File: config.mk
export PLATFORM = sky130hd
export DESIGN_NAME = dma_xfer_ctrl
export DESIGN_NICKNAME = d
export VERILOG_FILES = /design/src/rtl/dma_xfer_pkg.sv /design/src/rtl/dma_xfer_regs.sv /design/src/rtl/dma_xfer_seq.sv /design/src/rtl/dma_xfer_bus.sv /design/src/rtl/dma_xfer_ctrl.sv
export SDC_FILE = /design/constraint.sdc
export NUM_CORES = 1
export LEC_CHECK = 0
export ABC_AREA = 1
export BUFFER_PORTS_ARGS = -buffer_cell sky130_fd_sc_hd__buf_2
export CAP_MARGIN = 20
export CORE_MARGIN = 2
export CORE_UTILIZATION = 45
export DETAILED_ROUTE_END_ITERATION = 10
export PLACE_DENSITY = 0.76
export SLEW_MARGIN = 20
export SYNTH_ARGS = -nofsm -noshare
export SYNTH_HDL_FRONTEND = slang
export SYNTH_SLANG_ARGS = --single-unit
File: constraint.sdc
create_clock -name clk -period 3.35 [get_ports clk]
set_input_delay 0.1675 -clock clk [delete_from_list [all_inputs] [get_ports clk]]
set_output_delay 0.1675 -clock clk [all_outputs]
set_load 0.01 [all_outputs]
File: src/rtl/dma_xfer_pkg.sv
// Shared encodings for the block mover.
// Assumes: the mode field is two bits wide, and 2'b11 is an alias of the hold policy.
package dma_xfer_pkg;
    typedef enum logic [1:0] {
        MODE_HOLD  = 2'b00,
        MODE_STEAL = 2'b01,
        MODE_QUIET = 2'b10,
        MODE_ALIAS = 2'b11
    } xfer_mode_e;

    typedef enum logic [1:0] {
        ST_IDLE = 2'b00,
        ST_OWN  = 2'b01,
        ST_GAP  = 2'b10
    } ctl_state_e;
endpackage

File: src/rtl/dma_xfer_regs.sv
// Address pointer, remaining-count register and sticky done flag.
// Assumes: load and step never arrive together; set_done wins over clr_done.
module dma_xfer_regs #(
    parameter int ADDR_W = 16,
    parameter int CNT_W  = 8
) (
    input  logic              clk,
    input  logic              rst_n,
    input  logic              load,
    input  logic [ADDR_W-1:0] load_addr,
    input  logic [CNT_W-1:0]  load_count,
    input  logic              step,
    input  logic              set_done,
    input  logic              clr_done,
    output logic [ADDR_W-1:0] addr_q,
    output logic [CNT_W-1:0]  count_q,
    output logic              last_byte,
    output logic              done
);
    localparam logic [ADDR_W-1:0] ADDR_ONE = {{(ADDR_W-1){1'b0}}, 1'b1};
    localparam logic [CNT_W-1:0]  CNT_ONE  = {{(CNT_W-1){1'b0}}, 1'b1};

    // Pointer and counter: load on start, step once per written byte.
    always_ff @(posedge clk) begin
        if (!rst_n) begin
            addr_q  <= '0;
            count_q <= '0;
        end else if (load) begin
            addr_q  <= load_addr;
            count_q <= load_count;
        end else if (step) begin
            addr_q  <= addr_q + ADDR_ONE;
            count_q <= count_q - CNT_ONE;
        end
    end

    // Sticky completion flag.
    always_ff @(posedge clk) begin
        if (!rst_n)        done <= 1'b0;
        else if (set_done) done <= 1'b1;
        else if (clr_done) done <= 1'b0;
    end

    // Flags the byte that empties the counter.
    always_comb last_byte = (count_q == CNT_ONE);
endmodule

File: src/rtl/dma_xfer_seq.sv
// Bus-ownership sequencer: request/grant handling and per-policy write qualification.
// Assumes: the processor keeps its outputs released while the request is high.
module dma_xfer_seq
    import dma_xfer_pkg::*;
(
    input  logic       clk,
    input  logic       rst_n,
    input  logic       start,
    input  logic       zero_len,
    input  logic [1:0] mode_in,
    input  logic       bg,
    input  logic       bus_idle,
    input  logic       dev_valid,
    input  logic       last_byte,
    output logic       br,
    output logic       wr,
    output logic       load,
    output logic       set_done,
    output logic       clr_done,
    output logic [1:0] mode_q
);
    ctl_state_e state_q, state_d;
    logic       steal_mode;
    logic       quiet_mode;
    logic       idle_ok;

    // Policy decode of the latched mode.
    always_comb begin
        steal_mode = (mode_q == MODE_STEAL);
        quiet_mode = (mode_q == MODE_QUIET);
        idle_ok    = !quiet_mode || bus_idle;
    end

    // Write qualification: bus owned, granted, byte present, policy satisfied.
    always_comb wr = (state_q == ST_OWN) && bg && dev_valid && idle_ok;

    // Request follows ownership state.
    always_comb br = (state_q == ST_OWN);

    // Start handling and completion strobes.
    always_comb begin
        load     = (state_q == ST_IDLE) && start && !zero_len;
        clr_done = load;
        set_done = ((state_q == ST_IDLE) && start && zero_len) || (wr && last_byte);
    end

    // Next-state selection.
    always_comb begin
        state_d = state_q;
        unique case (state_q)
            ST_IDLE: if (load) state_d = ST_OWN;
            ST_OWN: begin
                if (wr) begin
                    if (last_byte)       state_d = ST_IDLE;
                    else if (steal_mode) state_d = ST_GAP;
                end
            end
            ST_GAP:  state_d = ST_OWN;
            default: state_d = ST_IDLE;
        endcase
    end

    // State and mode registers.
    always_ff @(posedge clk) begin
        if (!rst_n) begin
            state_q <= ST_IDLE;
            mode_q  <= MODE_HOLD;
        end else begin
            state_q <= state_d;
            if (load) mode_q <= mode_in;
        end
    end
endmodule

File: src/rtl/dma_xfer_bus.sv
// System-bus output stage: gates address, data and strobe with the drive enable.
// Assumes: wr is only raised while the grant is present.
module dma_xfer_bus #(
    parameter int ADDR_W = 16,
    parameter int DATA_W = 8
) (
    input  logic              br,
    input  logic              bg,
    input  logic              wr,
    input  logic [ADDR_W-1:0] addr,
    input  logic [DATA_W-1:0] dev_data,
    output logic              bus_drive,
    output logic [ADDR_W-1:0] mem_addr,
    output logic [DATA_W-1:0] mem_data,
    output logic              mem_we,
    output logic              dev_ack
);
    // Drive only while both sides agree on ownership; released lines read as zero.
    always_comb begin
        bus_drive = br && bg;
        mem_addr  = bus_drive ? addr : '0;
        mem_data  = (bus_drive && wr) ? dev_data : '0;
        mem_we    = bus_drive && wr;
        dev_ack   = bus_drive && wr;
    end
endmodule

File: src/rtl/dma_xfer_ctrl.sv
// Top of the block mover: wires the sequencer, the pointer registers and the bus stage.
// Assumes: cfg_* are stable in the cycle that cfg_start is high.
module dma_xfer_ctrl #(
    parameter int ADDR_W = 16,
    parameter int CNT_W  = 8,
    parameter int DATA_W = 8
) (
    input  logic              clk,
    input  logic              rst_n,
    input  logic              cfg_start,
    input  logic [ADDR_W-1:0] cfg_addr,
    input  logic [CNT_W-1:0]  cfg_count,
    input  logic [1:0]        cfg_mode,
    output logic              done,
    output logic              bus_req,
    input  logic              bus_grant,
    input  logic              bus_idle,
    output logic              bus_drive,
    output logic [ADDR_W-1:0] mem_addr,
    output logic [DATA_W-1:0] mem_data,
    output logic              mem_we,
    input  logic              dev_valid,
    input  logic [DATA_W-1:0] dev_data,
    output logic              dev_ack
);
    logic              wr;
    logic              load;
    logic              set_done;
    logic              clr_done;
    logic              last_byte;
    logic              zero_len;
    logic [1:0]        mode_q;
    logic [ADDR_W-1:0] addr_q;
    logic [CNT_W-1:0]  count_q;

    // Zero-length programming is finished at once.
    always_comb zero_len = (cfg_count == '0);

    dma_xfer_seq u_seq (
        .clk       (clk),
        .rst_n     (rst_n),
        .start     (cfg_start),
        .zero_len  (zero_len),
        .mode_in   (cfg_mode),
        .bg        (bus_grant),
        .bus_idle  (bus_idle),
        .dev_valid (dev_valid),
        .last_byte (last_byte),
        .br        (bus_req),
        .wr        (wr),
        .load      (load),
        .set_done  (set_done),
        .clr_done  (clr_done),
        .mode_q    (mode_q)
    );

    dma_xfer_regs #(.ADDR_W(ADDR_W), .CNT_W(CNT_W)) u_regs (
        .clk        (clk),
        .rst_n      (rst_n),
        .load       (load),
        .load_addr  (cfg_addr),
        .load_count (cfg_count),
        .step       (mem_we),
        .set_done   (set_done),
        .clr_done   (clr_done),
        .addr_q     (addr_q),
        .count_q    (count_q),
        .last_byte  (last_byte),
        .done       (done)
    );

    dma_xfer_bus #(.ADDR_W(ADDR_W), .DATA_W(DATA_W)) u_bus (
        .br        (bus_req),
        .bg        (bus_grant),
        .wr        (wr),
        .addr      (addr_q),
        .dev_data  (dev_data),
        .bus_drive (bus_drive),
        .mem_addr  (mem_addr),
        .mem_data  (mem_data),
        .mem_we    (mem_we),
        .dev_ack   (dev_ack)
    );
endmodule

* Yosys cells after proc, flatten, opt, wreduce, memory -nomap -nowiden
Cells that the tools add are included.
** Storage, ports and cells
- Register bits :: 29
- Word-level logic and storage cells :: 45
- Input port bits :: 40
- Output and inout bits :: 29
** Cells by class
- Eq/ne operators :: 8
- $add $sub $neg :: 2
- Reduce and logical (&&, ||, !) cells :: 17
- Mux-type cells :: 13
** Operators with widths (count)
- 16-bit two-way mux :: 3
- 8-bit two-way mux :: 3
- 16-bit by 1-bit adder with 16-bit output (second input constant) :: 1
- 8-bit by 1-bit == test with 1-bit output (second input constant) :: 1
- 1-bit logical AND :: 8
- 8-bit logical NOT :: 1
- 2-bit two-way mux :: 4
- 8-bit by 1-bit subtractor with 8-bit output (second input constant) :: 1
- 2-bit one-hot mux with 3 select lines :: 1
- 2-bit by 1-bit == test with 1-bit output (second input constant) :: 2
- 2-bit == test (second input constant) :: 2
- 2-bit nonzero test :: 2
- 3-bit by 1-bit != test with 1-bit output (second input constant) :: 1
- 3-bit AND reduction :: 1
- 1-bit logical NOT :: 2
- 2-bit logical NOT :: 1
- 1-bit logical OR :: 2
- 1-bit two-way mux :: 2
- 2-bit by 1-bit != test with 1-bit output (second input constant) :: 1
- 2-bit != test (second input constant) :: 1

* Depth between registers and ports, before layout
Gate-level depths: netlist (run 1).
- Depth in word-level cells :: 7
- Gate-level depth with buffers :: 11
- Mapped depth without buffers :: 11

* Cells and area by module
From an unflattened synthesis (run 1), not the netlist that was laid out.
** Unflattened totals
- Cell total of the unflattened synthesis :: 327
- Area, all modules :: 2064.5 um^2
** By module, submodules not included
- dma_xfer_regs :: cells an instance 228, instances 1, seq. area each 500.5 um^2, area an instance 1579.0 um^2
- dma_xfer_seq :: cells an instance 38, instances 1, seq. area each 80.1 um^2, area an instance 236.5 um^2
- dma_xfer_bus :: cells an instance 54, instances 1, seq. area each 0.0 um^2, area an instance 222.7 um^2
- dma_xfer_ctrl :: cells an instance 7, instances 1, seq. area each 0.0 um^2, area an instance 26.3 um^2

* Worst setup path before layout (run 1)
No wires, ideal clock.
- Kind :: reg-to-output
- Start point :: reg u_seq.state_q[0]
- End point :: out mem_data[0]
- Data required time :: 3.182 ns
- Arrival time :: 1.268 ns
- Path slack :: 1.914 ns
- Buffers on the path :: 1
- Stages on the path, launching flop included :: 8
- Cells stage by stage :: dfxtp_1 inv_2 nor2_4 nand2_4 inv_2 nand3_4 clkbuf_1 nor2_1
** Between the ends
- Longest elaborated chain between the ends :: 6
** RTL lines
- start: declaration :: line dma_xfer_seq.sv:22 : ctl_state_e state_q, state_d;
- start signal: assignment :: line dma_xfer_seq.sv:69 : state_q <= state_d;
- 2-bit by 1-bit == test with 1-bit output (*) :: line dma_xfer_seq.sv:38 : always_comb br = (state_q == ST_OWN);
- net bus_req :: line dma_xfer_ctrl.sv:15 : output logic bus_req,
- 1-bit logical AND (*) :: line dma_xfer_bus.sv:20 : bus_drive = br && bg;
- net bus_drive :: line dma_xfer_ctrl.sv:18 : output logic bus_drive,
- 1-bit logical AND (2 in series) :: line dma_xfer_seq.sv:35 : always_comb wr = (state_q == ST_OWN) && bg && dev_valid && idle_ok;
- 1-bit logical AND (*) :: line dma_xfer_bus.sv:22 : mem_data = (bus_drive && wr) ? dev_data : '0;
- 8-bit two-way mux (*) :: line dma_xfer_bus.sv:22
- end: declaration :: line dma_xfer_ctrl.sv:20 : output logic [DATA_W-1:0] mem_data,
Mark *: on every way through the listed nets, which the timed path passes. The rest lies on a longest branch.

* Worst setup path after layout (run 1)
- Start point :: reg u_seq.state_q[0]
- End point :: out dev_ack
** Between the ends
- Longest elaborated chain between the ends :: 5
** RTL lines
- 2-bit by 1-bit == test with 1-bit output (*) :: line dma_xfer_seq.sv:35, dma_xfer_seq.sv:38
- 1-bit logical AND (*) :: line dma_xfer_seq.sv:35, dma_xfer_bus.sv:20
- 1-bit logical AND (2 in series) :: line dma_xfer_seq.sv:35
- 1-bit logical AND (*) :: line dma_xfer_bus.sv:24 : dev_ack = bus_drive && wr;
- end: declaration :: line dma_xfer_ctrl.sv:24 : output logic dev_ack
Mark *: on every way between the ends. The rest lies on a longest branch, timed or not.

==> metrics.md, run 1 <==
| Metric | Value |
|---|---|
| Status | finished clean |
| Number of synthesized flops with an enable pin | 0 |
| First-pass GRT wire length | 9450 µm |
| Ys async rst share | 0 |
| Crit end category | output pin |
| Most common cell in the netlist | nand2_1 |
| Post-synth top cells | nand2_1 (93), nor2_1 (60), inv_1 (53) |
| Initial antenna violation count | 0 |
| Final Non-Filler Cells | ~470 |
| Tot GR Track Use | 0.231 |
| Die W | 72.0 µm |
| Initial Utilization | 0.471 |
| Starting DRT DRC Count | slightly below 200 |
| Cell internal pwr | 0.729 mW |
| Crit-path max cell delay | around 0.74 ns |
| IO Pins | 69 |
| Vias in the first global route | between 2000 and 2500 |
| Max-slew headroom | 0.403 |
| Share of cells above drive strength 1 | 0.225 |
| Required @ worst endpoint | 3.18 ns |
| Crit path depth | 5 |
| Area growth syn-to-layout | 20.9% |
| Slew @ Worst Pin | 0.894 ns |
| WL final | 5580 µm |
| Area leader, netlist | dfxtp_1 |
| RR Endpoint | u_regs.addr_q[6] |
| CTS Buf Count | 5 |
| Worst Clk Skew | 0.00764 ns |
| CP startpoint | u_seq.state_q[0] |
| Gr ovfl total | 0 |
| Core area | 4410 µm² |
| Buf/Inv on CP | 2 |
| Largest net degree at the start of global routing | 28 |
| Hold Fails Final Rpt | 0 |
| Reg2reg path depth | 7 |
| Pwr Total | between 1 and 1.5 mW |
| Sequential power share | 0.379 |
| Seq/Total Area, Yosys | 0.279 |
| CTS tree | built |
| Max-Cap Viols | 0 |
| WP data arrival | around 2 ns |
| Final HPWL DP | 4010 µm |
| Cell area power density | 477 nW/µm² |
| Clock sinks | 29 |
| Ys flop type | dfxtp_1 |
| Critical path endpoint | dev_ack |
| CP Class | register to output pin |
| Drt pass-1 iters | 4 |
| Max-slew violation count | 0 |
| Top delay family on crit path | simple AND/OR/NAND/NOR gates |
| Final setup vio count | 0 |
| CTS Root Cell | clkbuf_8 |
| Routability cong. | 0.877 |
| Setup TNS | 0 ns |
| Clk_lat worst skew | 0.30 ns |
| Fin crit share | 0.665 |
| Comb pwr share | 0.341 |
| # H-tree levels | 2 |
| Sw Share | 0.392 |
| CTS max path bufs | 2 |
| Placed Cells | roughly 460 |
| Fmax | 449 MHz |
| DRC errors left | 0 |
| Final Cell Area | 2510 µm² |
| Die Area | 5180 µm² |
| Via Count | 2342 |
| Hold Crit Class | primary input to register |
| # diodes | 0 |
| Synth Instances | 353 |
| Synth top area share | 0.279 |
| Nets | 459 |
| Slowest-stage cell, CP | nor2_2 |
| Yosys warns | 0 |
| Cts hold-fix bufs | 0 |
| Resized cells post-CTS | 0 |
| WL/cell | 11.9 µm |
| Post-Syn Area | 2080 µm² |
| PortBufs | 68 |
| Syn Nets | 396 |
| Row count | 24 |
| FF+latch count, synth | 29 |
| Total setup buffers inserted after CTS | 0 |
| Reg2reg setup slack | 1.29 ns |
| Layout Utilization | 0.570 |
| Placed standard-cell area | 2410 µm² |
| Pleak | approximately 1.3 nW |
| IR drop worst, VDD | roughly 360 µV |
| Worst R2R Start | u_seq.state_q[0] |
| Worst path cell trace | inv_2, nor2_4, nand2_4, nor2_2, buf_2 |
| Period minus WS final | ~2.2 ns |
| Clock power frac | 0.280 |
| Die height | 72.0 µm |
| Top cells by area, synth | dfxtp_1 (28%), nand2_1 (17%), nor2_1 (11%), inv_1 (9.6%), nand3_1 (8.9%) |
| Crit path launch type | register |
| Worst-path maximum fanout | 22 |
| P_sw | between 0.4 and 0.5 mW |
| Worst-path clk slew | 0.06 ns |
| Syn Area/Cell | 5.89 µm² |
| Netlist cell types | 32 |
| RSZ-0062 raised after global routing | false |
| Vias per inst | between 4 and 5 |
| DRT antenna net count | 0 |
==> sequential cells by signal (all words and copies together), names as in the netlist <==
register,count
u_seq.mode_q,2
u_regs.count_q,8
u_regs.addr_q,16
u_seq.state_q,2
u_regs.done,1
==> power groups by stage <==
stage / Combinational, mW / Clock [mW] / Sequential (mW)
after floorplan: 0.315 / 0 / 0.448
after global placement: 0.397 / 0 / 0.460
after detailed placement: 0.407 / 0 / 0.461
after CTS: 0.409 / 0.332 / 0.453
after global routing: 0.469 / 0.349 / 0.461
final: 0.409 / 0.336 / 0.454
==> stage by stage <==
| step | setup WS (ns) | hold WS (ns) |
|---|---|---|
| 2_1_floorplan | 1.91 | 0.327 |
| 3_3_place_gp | 1.32 | 0.431 |
| 3_5_place_dp | 1.29 | 0.439 |
| 4_1_cts | 1.10 | 0.140 |
| 5_1_grt | 0.959 | 0.174 |
| 6_report | 1.12 | 0.131 |
==> routing by layer <==
metal | up-vias | part of all wire | routed length (µm) | track usage
met4 | 0 | 0.023 | 128 | 0.109
met3 | 13 | 0.060 | 336 | 0.0431
li1 | 1217 | - | - | -
met5 | - | 0 | 0 | 0
met1 | 1034 | 0.43 | 2400 | 0.273
met2 | 78 | 0.49 | 2710 | 0.405
==> cells by family after synthesis <==
logic type	share of synthesized area
AOI/OAI and AO/OA	0.0915
xor gates and xnor gates	0.0295
adders and majority gates	0.0181
buffers and inverters	0.142
DFF	0.279
and+or+nand+nor	0.440
==> tightest hold or removal path, stage by stage <==
cell and delay (ns):
buf_2 0.07, o21ai_0 0.07, nor2_1 0.08
==> worst min path at each step <==
stage                             from                 to  slack [ns]  cells past startpoint
final                      cfg_mode[1]    u_seq.mode_q[1]        0.13                      3
after detailed placement   cfg_mode[1]    u_seq.mode_q[1]        0.44                      3
after floorplan           cfg_count[2]  u_regs.count_q[2]        0.33                      2
after CTS                  cfg_mode[1]    u_seq.mode_q[1]        0.14                      3
after global placement     cfg_mode[1]    u_seq.mode_q[1]        0.43                      3
after global routing       cfg_mode[1]    u_seq.mode_q[1]        0.17                      3
==> placed cells by master, fill, tap and decap left out, types with 2 or more instances in the layout <==
cell type,netlist,final
o21ai_1,2,2
ha_1,3,3
nor2_1,60,60
nand2_1,93,93
nand3_1,37,37
xor2_1,7,7
a21oi_1,15,15
dfxtp_1,29,29
a21oi_2,2,2
nand4_1,7,7
inv_1,53,53
nor3_1,2,2
clkbuf_8,0,7
buf_2,3,68
nand2_2,3,3
o21ai_0,10,10
inv_2,5,5
==> final cells by class <==
type	instances	area [µm²]
Clock buffer	7	96.3
Clock inverter	1	5.00
Fill cell	448	1900
Inverter	59	224
Multi-Input combinational cell	253	1200
Sequential cell	29	581
Tap cell	52	65.1
Timing Repair Buffer	68	340
No activity file was read; power rests on OpenSTA's default activity.
==> run 2, diff against run 1 <==
Clock period 3.35 ns to 2.2 ns, I/O delays scaled along.
==> run 2 against run 1 <==
  * Sequential share of layout area shrank 0.10 points
  * Die area is the same
  * Via count shrank 1.2%
  * Final area grew 0.45%
  * Core utilization grew 0.26 points
  * Critical path type unchanged
  * Wire length grew 1.5%
  * Combinational power grew 55%
  * Critical path depth grew 3
  * Sequential power grew 53%
==> metrics.md, run 2 (synthesis gave the netlist of run 1 again) <==
| Metric | Value |
|---|---|
| M3 GR Usage | 0.0444 |
| GRT met2 Usage | 0.423 |
| Worst R2R Start | u_seq.state_q[0] |
| Worst-path clk slew | roughly 0.06 ns |
| Share of cells above drive strength 1 | 0.230 |
| PortBufs | 68 |
| Cell area power density | 695 nW/µm² |
| Most frequent cells in the layout | nand2_1 (93), buf_2 (68), nor2_1 (60) |
| Area growth syn-to-layout | 21.5% |
| Die Area | 5180 µm² |
| Initial Utilization | 0.471 |
| Period minus WS final | 1.75 ns |
| Area occupied by multi-input gates | 1200 µm² |
| Register with the highest flop count | u_regs.addr_q |
| Slowest-stage cell, CP | dfxtp_1 |
| Crit path launch type | register |
| IO Pins | 69 |
| Placed standard-cell area | 2440 µm² |
| DRT antenna net count | 0 |
| Nets | 463 |
| CP startpoint | u_seq.state_q[0] |
| Drt pass-1 iters | 4 |
| CP Class | register to output pin |
| CTS max path bufs | 2 |
| Worst Clk Skew | 0.00665 ns |
| Clk_lat worst skew | around 0.28 ns |
| # H-tree levels | 2 |
| CTS Buf Count | 5 |
| Max-Cap Viols | 0 |
| Most used cell, CP | inv_2 |
| RSZ-0062 raised after global routing | false |
| Vias per inst | ~5 |
| Biggest registers after layout | u_regs.addr_q: 16 flops, u_regs.count_q: 8 flops |
| Worst path cell trace | inv_2, nor2_4, nand2_4, inv_2, nand3_4, buf_4, nor2_1, buf_2 |
| Hold Crit Class | primary input to register |
| Gr ovfl total | 0 |
| # diodes | 0 |
| Worst Hold Launch | cfg_mode[1] |
| Vias in the first global route | around 2100 |
| First-pass GRT wire length | around 9400 µm |
| Cts hold-fix bufs | 0 |
| Slew @ Worst Pin | 0.478 ns |
| Via Count | 2314 |
| Max-slew violation count | 0 |
| Final setup vio count | 0 |
| Initial antenna violation count | 0 |
| Core area | about 4400 µm² |
| WL/cell | 12.0 µm |
| DRC errors left | 0 |
| Required @ worst endpoint | about 2.1 ns |
| Starting DRT DRC Count | 157 |
| CTS tree | built |
| Setup TNS | 0 ns |
| Fmax | between 500 and 600 MHz |
| Pleak | 1.34 nW |
| Max-slew headroom | 0.681 |
| Max reg flops | 16 |
| IR drop worst, VDD | 399 µV |
| Worst-path maximum fanout | 18 |
| Fin crit share | 0.796 |
| GR met1 Demand/Resource | 0.264 |
| Layout Utilization | 0.572 |
| WP data arrival | approximately 1.6 ns |
| Hold Fails Final Rpt | 0 |
| Final HPWL DP | ~4200 µm |
| Sequential Area | 581 µm² |
| Crit end category | output pin |
| Busiest grt layer | met2 |
| Die height | 72.0 µm |
| Die W | just over 70 µm |
| Largest net degree at the start of global routing | 23 |
| WL final | 5670 µm |
| Row count | 24 |
| Status | finished clean |
| Commonest non-fill, non-tap cell in the layout | nand2_1 |
| Fillers | 454 |
| Tot GR Track Use | 0.228 |
| CTS Root Cell | clkbuf_8 |
| Clock sinks | 29 |
| Total setup buffers inserted after CTS | 0 |
| Resized cells post-CTS | 0 |
| Routability cong. | 0.890 |
| Final Cell Area | 2530 µm² |
| Crit-path max cell delay | 0.37 ns |
==> run 2: cell count changes in the layout (fill, tap and decap cells not counted), sizes merged <==
cell and delta:
clkbuf -1, buf +4, clkinv +1
==> run 2: worst max-delay path: cells and delay by family (launching register included) <==
| kind | cells | cell delay [ns] |
|---|---|---|
| buf+inv | 4 | 0.51 |
| flops | 1 | 0.37 |
| simple gates | 4 | 0.46 |
==> run 2: stage by stage <==
stage | total power, mW | std cells | setup slack, ns | hold slack (ns)
after detailed placement | 1.33 | 465 | 0.536 | 0.382
after global placement | 1.32 | 465 | 0.613 | 0.369
after CTS | 1.76 | 473 | 0.440 | 0.0888
final | 1.76 | 473 | 0.450 | 0.0872
after floorplan | 1.16 | 353 | 0.791 | 0.270
after global routing | 1.88 | 473 | 0.288 | 0.138
==> run 2: worst paths after layout <==
| check | slack, ns | depth (start not counted) | to |
|---|---|---|---|
| setup / recovery | 0.45 | 8 | mem_data[1] |
| hold / removal | 0.09 | 3 | u_seq.mode_q[1] |
| setup reg to reg | 0.54 | 9 | u_regs.addr_q[4] |
| hold reg to reg | 0.48 | 2 | u_seq.mode_q[0] |
==> run 2: metal layers <==
metal / wire (µm) / part of all wire
met1: 2420 / 0.43
met2: 2910 / 0.51
met3: 243 / 0.043
met4: 97 / 0.017
met5: 0 / 0
==> run 2: power by group <==
part / total (mW) / internal, mW / switching, mW
clock network: 0.431 / 0.219 / 0.212
registers: 0.693 / 0.607 / 0.0860
logic: 0.633 / 0.232 / 0.401
total: 1.76 / 1.06 / 0.699
==> run 2: final cells by class <==
cell class                 instances  share of cell area
multi-input combinational        253               0.476
sequential                        29               0.230
timing repair buffer              72               0.147
inverter                          59              0.0887
clock buffer                       6              0.0287
tap                               52              0.0258
clock inverter                     2             0.00396
==> run 3, diff against run 2 <==
Clock period 2.2 ns to 1.65 ns, I/O delays scaled along.
==> run 3 against run 2 <==
  * Clock power grew 36%
  * Cell count increased by 0.85%
  * Sequential cell count unchanged
  * Wire length is 0.69% lower
  * Combinational power up 39%
  * Final area rose by 1.9%
  * Worst setup slack got worse by 0.35 ns
  * First-iteration DRC count up 7.6%
  * Core utilization grew 1.1 points
  * Critical path depth unchanged
  * Critical endpoint is now mem_data[5]
==> metrics.md, run 3 (synthesis gave the netlist of run 1 again) <==
| Metric | Value |
|---|---|
| Status | finished clean |
| Max-Cap Viols | 0 |
| Gr ovfl total | 0 |
| RR Endpoint | u_regs.addr_q[4] |
| Final HPWL DP | approximately 4200 µm |
| Top Layer Used | met4 |
| Reg2reg setup slack | 0.1 ns |
| Pleak | 1.36 nW |
| Worst-path clk slew | 0.06 ns |
| Hold Crit Class | primary input to register |
| Most frequent cells in the layout | nand2_1 (93), buf_2 (68), nor2_1 (59) |
| Cts hold-fix bufs | 0 |
| Most used cell, CP | inv_2 |
| Met2 routed wirelength | 2870 µm |
| Fin crit share | 0.940 |
| Hold Crit Endpoint | u_regs.addr_q[1] |
| Row count | 24 |
| Crit path launch type | register |
| Nets | 468 |
| Clock sinks | 29 |
| Initial Utilization | 0.471 |
| Drt pass-1 iters | 4 |
| Die height | 72.0 µm |
| # H-tree levels | 2 |
| CP Class | register to output pin |
| CTS max path bufs | 2 |
| Top delay family on crit path | buffers and inverters |
| # diodes | 0 |
| WL/cell | 11.8 µm |
| CTS tree | built |
| Worst-path maximum fanout | 16 |
| Final worst slack | 0.0987 ns |
| Tot GR Track Use | 0.233 |
| Max-slew violation count | 0 |
| CTS Root Cell | clkbuf_8 |
| Die Area | slightly above 5000 µm² |
| Core area | 4410 µm² |
| Wl on met1 | 2410 µm |
| Slowest-stage cell, CP | dfxtp_2 |
| IO Pins | between 60 and 70 |
| Final setup vio count | 0 |
| First-pass GRT wire length | 9600 µm |
| DRT antenna net count | 0 |
| Worst hold path cell count | 3 |
| Initial antenna violation count | 0 |
| Fillers | between 400 and 500 |
| IR drop worst, VDD | 775 µV |
| Clk_lat worst skew | 0.27 ns |
| Worst Hold Launch | rst_n |
| Reg2reg path depth | 8 |
| RSZ-0062 raised after global routing | false |
| Met3 WL post-DR | about 290 µm |
| WP data arrival | 1.47 ns |
| Area growth syn-to-layout | 23.8% |
| Setup TNS | 0 ns |
| Crit-path max cell delay | 0.35 ns |
| Via Count | roughly 2300 |
| Max-slew headroom | 0.688 |
| PortBufs | slightly below 70 |
| Cell area power density | 929 nW/µm² |
| Share of cells above drive strength 1 | 0.242 |
| Buf/Inv on CP | 4 |
| Largest net degree at the start of global routing | 20 |
| Hold Fails Final Rpt | 0 |
| Starting DRT DRC Count | 169 |
| WL final | 5630 µm |
| Biggest registers after layout | u_regs.addr_q: 16 flops, u_regs.count_q: 8 flops |
| Required @ worst endpoint | 1.57 ns |
| Pre-CTS setup slack | 0.130 ns |
| CTS Buf Count | 5 |
| Die W | between 70 and 80 µm |
| Crit end category | output pin |
| Worst Clk Skew | approximately 0.0033 ns |
| Vias per inst | 4.90 |
| Period minus WS final | ~1.6 ns |
| Register with the highest flop count | u_regs.addr_q |
| Routability cong. | 0.912 |
| Vias in the first global route | 2169 |
| Slew @ Worst Pin | ~0.47 ns |
| Worst R2R Start | u_regs.addr_q[0] |
| Max reg flops | 16 |
| Worst path cell trace | inv_2, nor2_4, nand2_4, inv_2, nand3_4, buf_6, nor2_1, buf_2 |
| Fmax | approximately 640 MHz |
| DRC errors left | 0 |
| Commonest non-fill, non-tap cell in the layout | nand2_1 |
run 3: repair_timing:
action / in CTS / in global routing
resized for setup: 0 / 3
buffers inserted: 0 / 1
endpoints found under the setup margin: 0 / 11
run 3: metal layers:
| layer | up-vias | global-route usage |
|---|---|---|
| met1 | 1038 | 0.281 |
| met4 | 0 | 0.0797 |
| met5 | - | 0 |
| li1 | 1233 | - |
| met2 | 62 | 0.416 |
| met3 | 6 | 0.0403 |
run 3: worst max path at each step:
stage                          start                 to  slack, ns  depth (start not counted)
floorplan           u_seq.state_q[0]  u_regs.count_q[4]       0.24                         10
global placement    u_regs.addr_q[0]  u_regs.addr_q[14]       0.16                          8
detailed placement  u_regs.addr_q[0]  u_regs.addr_q[14]       0.13                          8
CTS                 u_seq.state_q[0]        mem_data[5]       0.04                          8
global route        u_seq.state_q[0]        mem_data[5]      0.006                          8
finish              u_seq.state_q[0]        mem_data[5]        0.1                          8
run 3: layout make-up:
| type | count | area, µm² | area share |
|---|---|---|---|
| well taps | 52 | 65.1 | 0.0253 |
| flip-flops and latches | 29 | 582 | 0.226 |
| clock buffers | 7 | 86.3 | 0.0335 |
| inverters | 59 | 224 | 0.0870 |
| repair buffers | 77 | 412 | 0.160 |
| multi-input cells | 253 | 1210 | 0.468 |
run 3: per-stage QoR:
stage          area, µm²  power, mW  hold slack, ns  std cells   util
6_report            2570       2.39          0.0800        477  0.583
3_5_place_dp        2470       1.79           0.362        469  0.560
4_1_cts             2560       2.39          0.0774        476  0.580
2_1_floorplan       2080       1.55           0.242        353      -
5_1_grt             2570       2.58          0.0952        477  0.583
3_3_place_gp        2470       1.78           0.363        469  0.560
run 3: worst reg2reg max path, delay by kind of cell (launching register included):
family / cells / cell delay [ns]
AO/OA/AOI/OAI: 1 / 0.13
XOR/XNOR: 1 / 0.11
adder cells (fa/ha/maj): 1 / 0.24
flip-flops: 1 / 0.39
AND/OR/NAND/NOR: 5 / 0.56
run 3: power by group:
part | total, mW | internal, mW | switching [mW]
registers | 0.927 | 0.812 | 0.115
logic | 0.880 | 0.335 | 0.545
clock network | 0.585 | 0.330 | 0.255
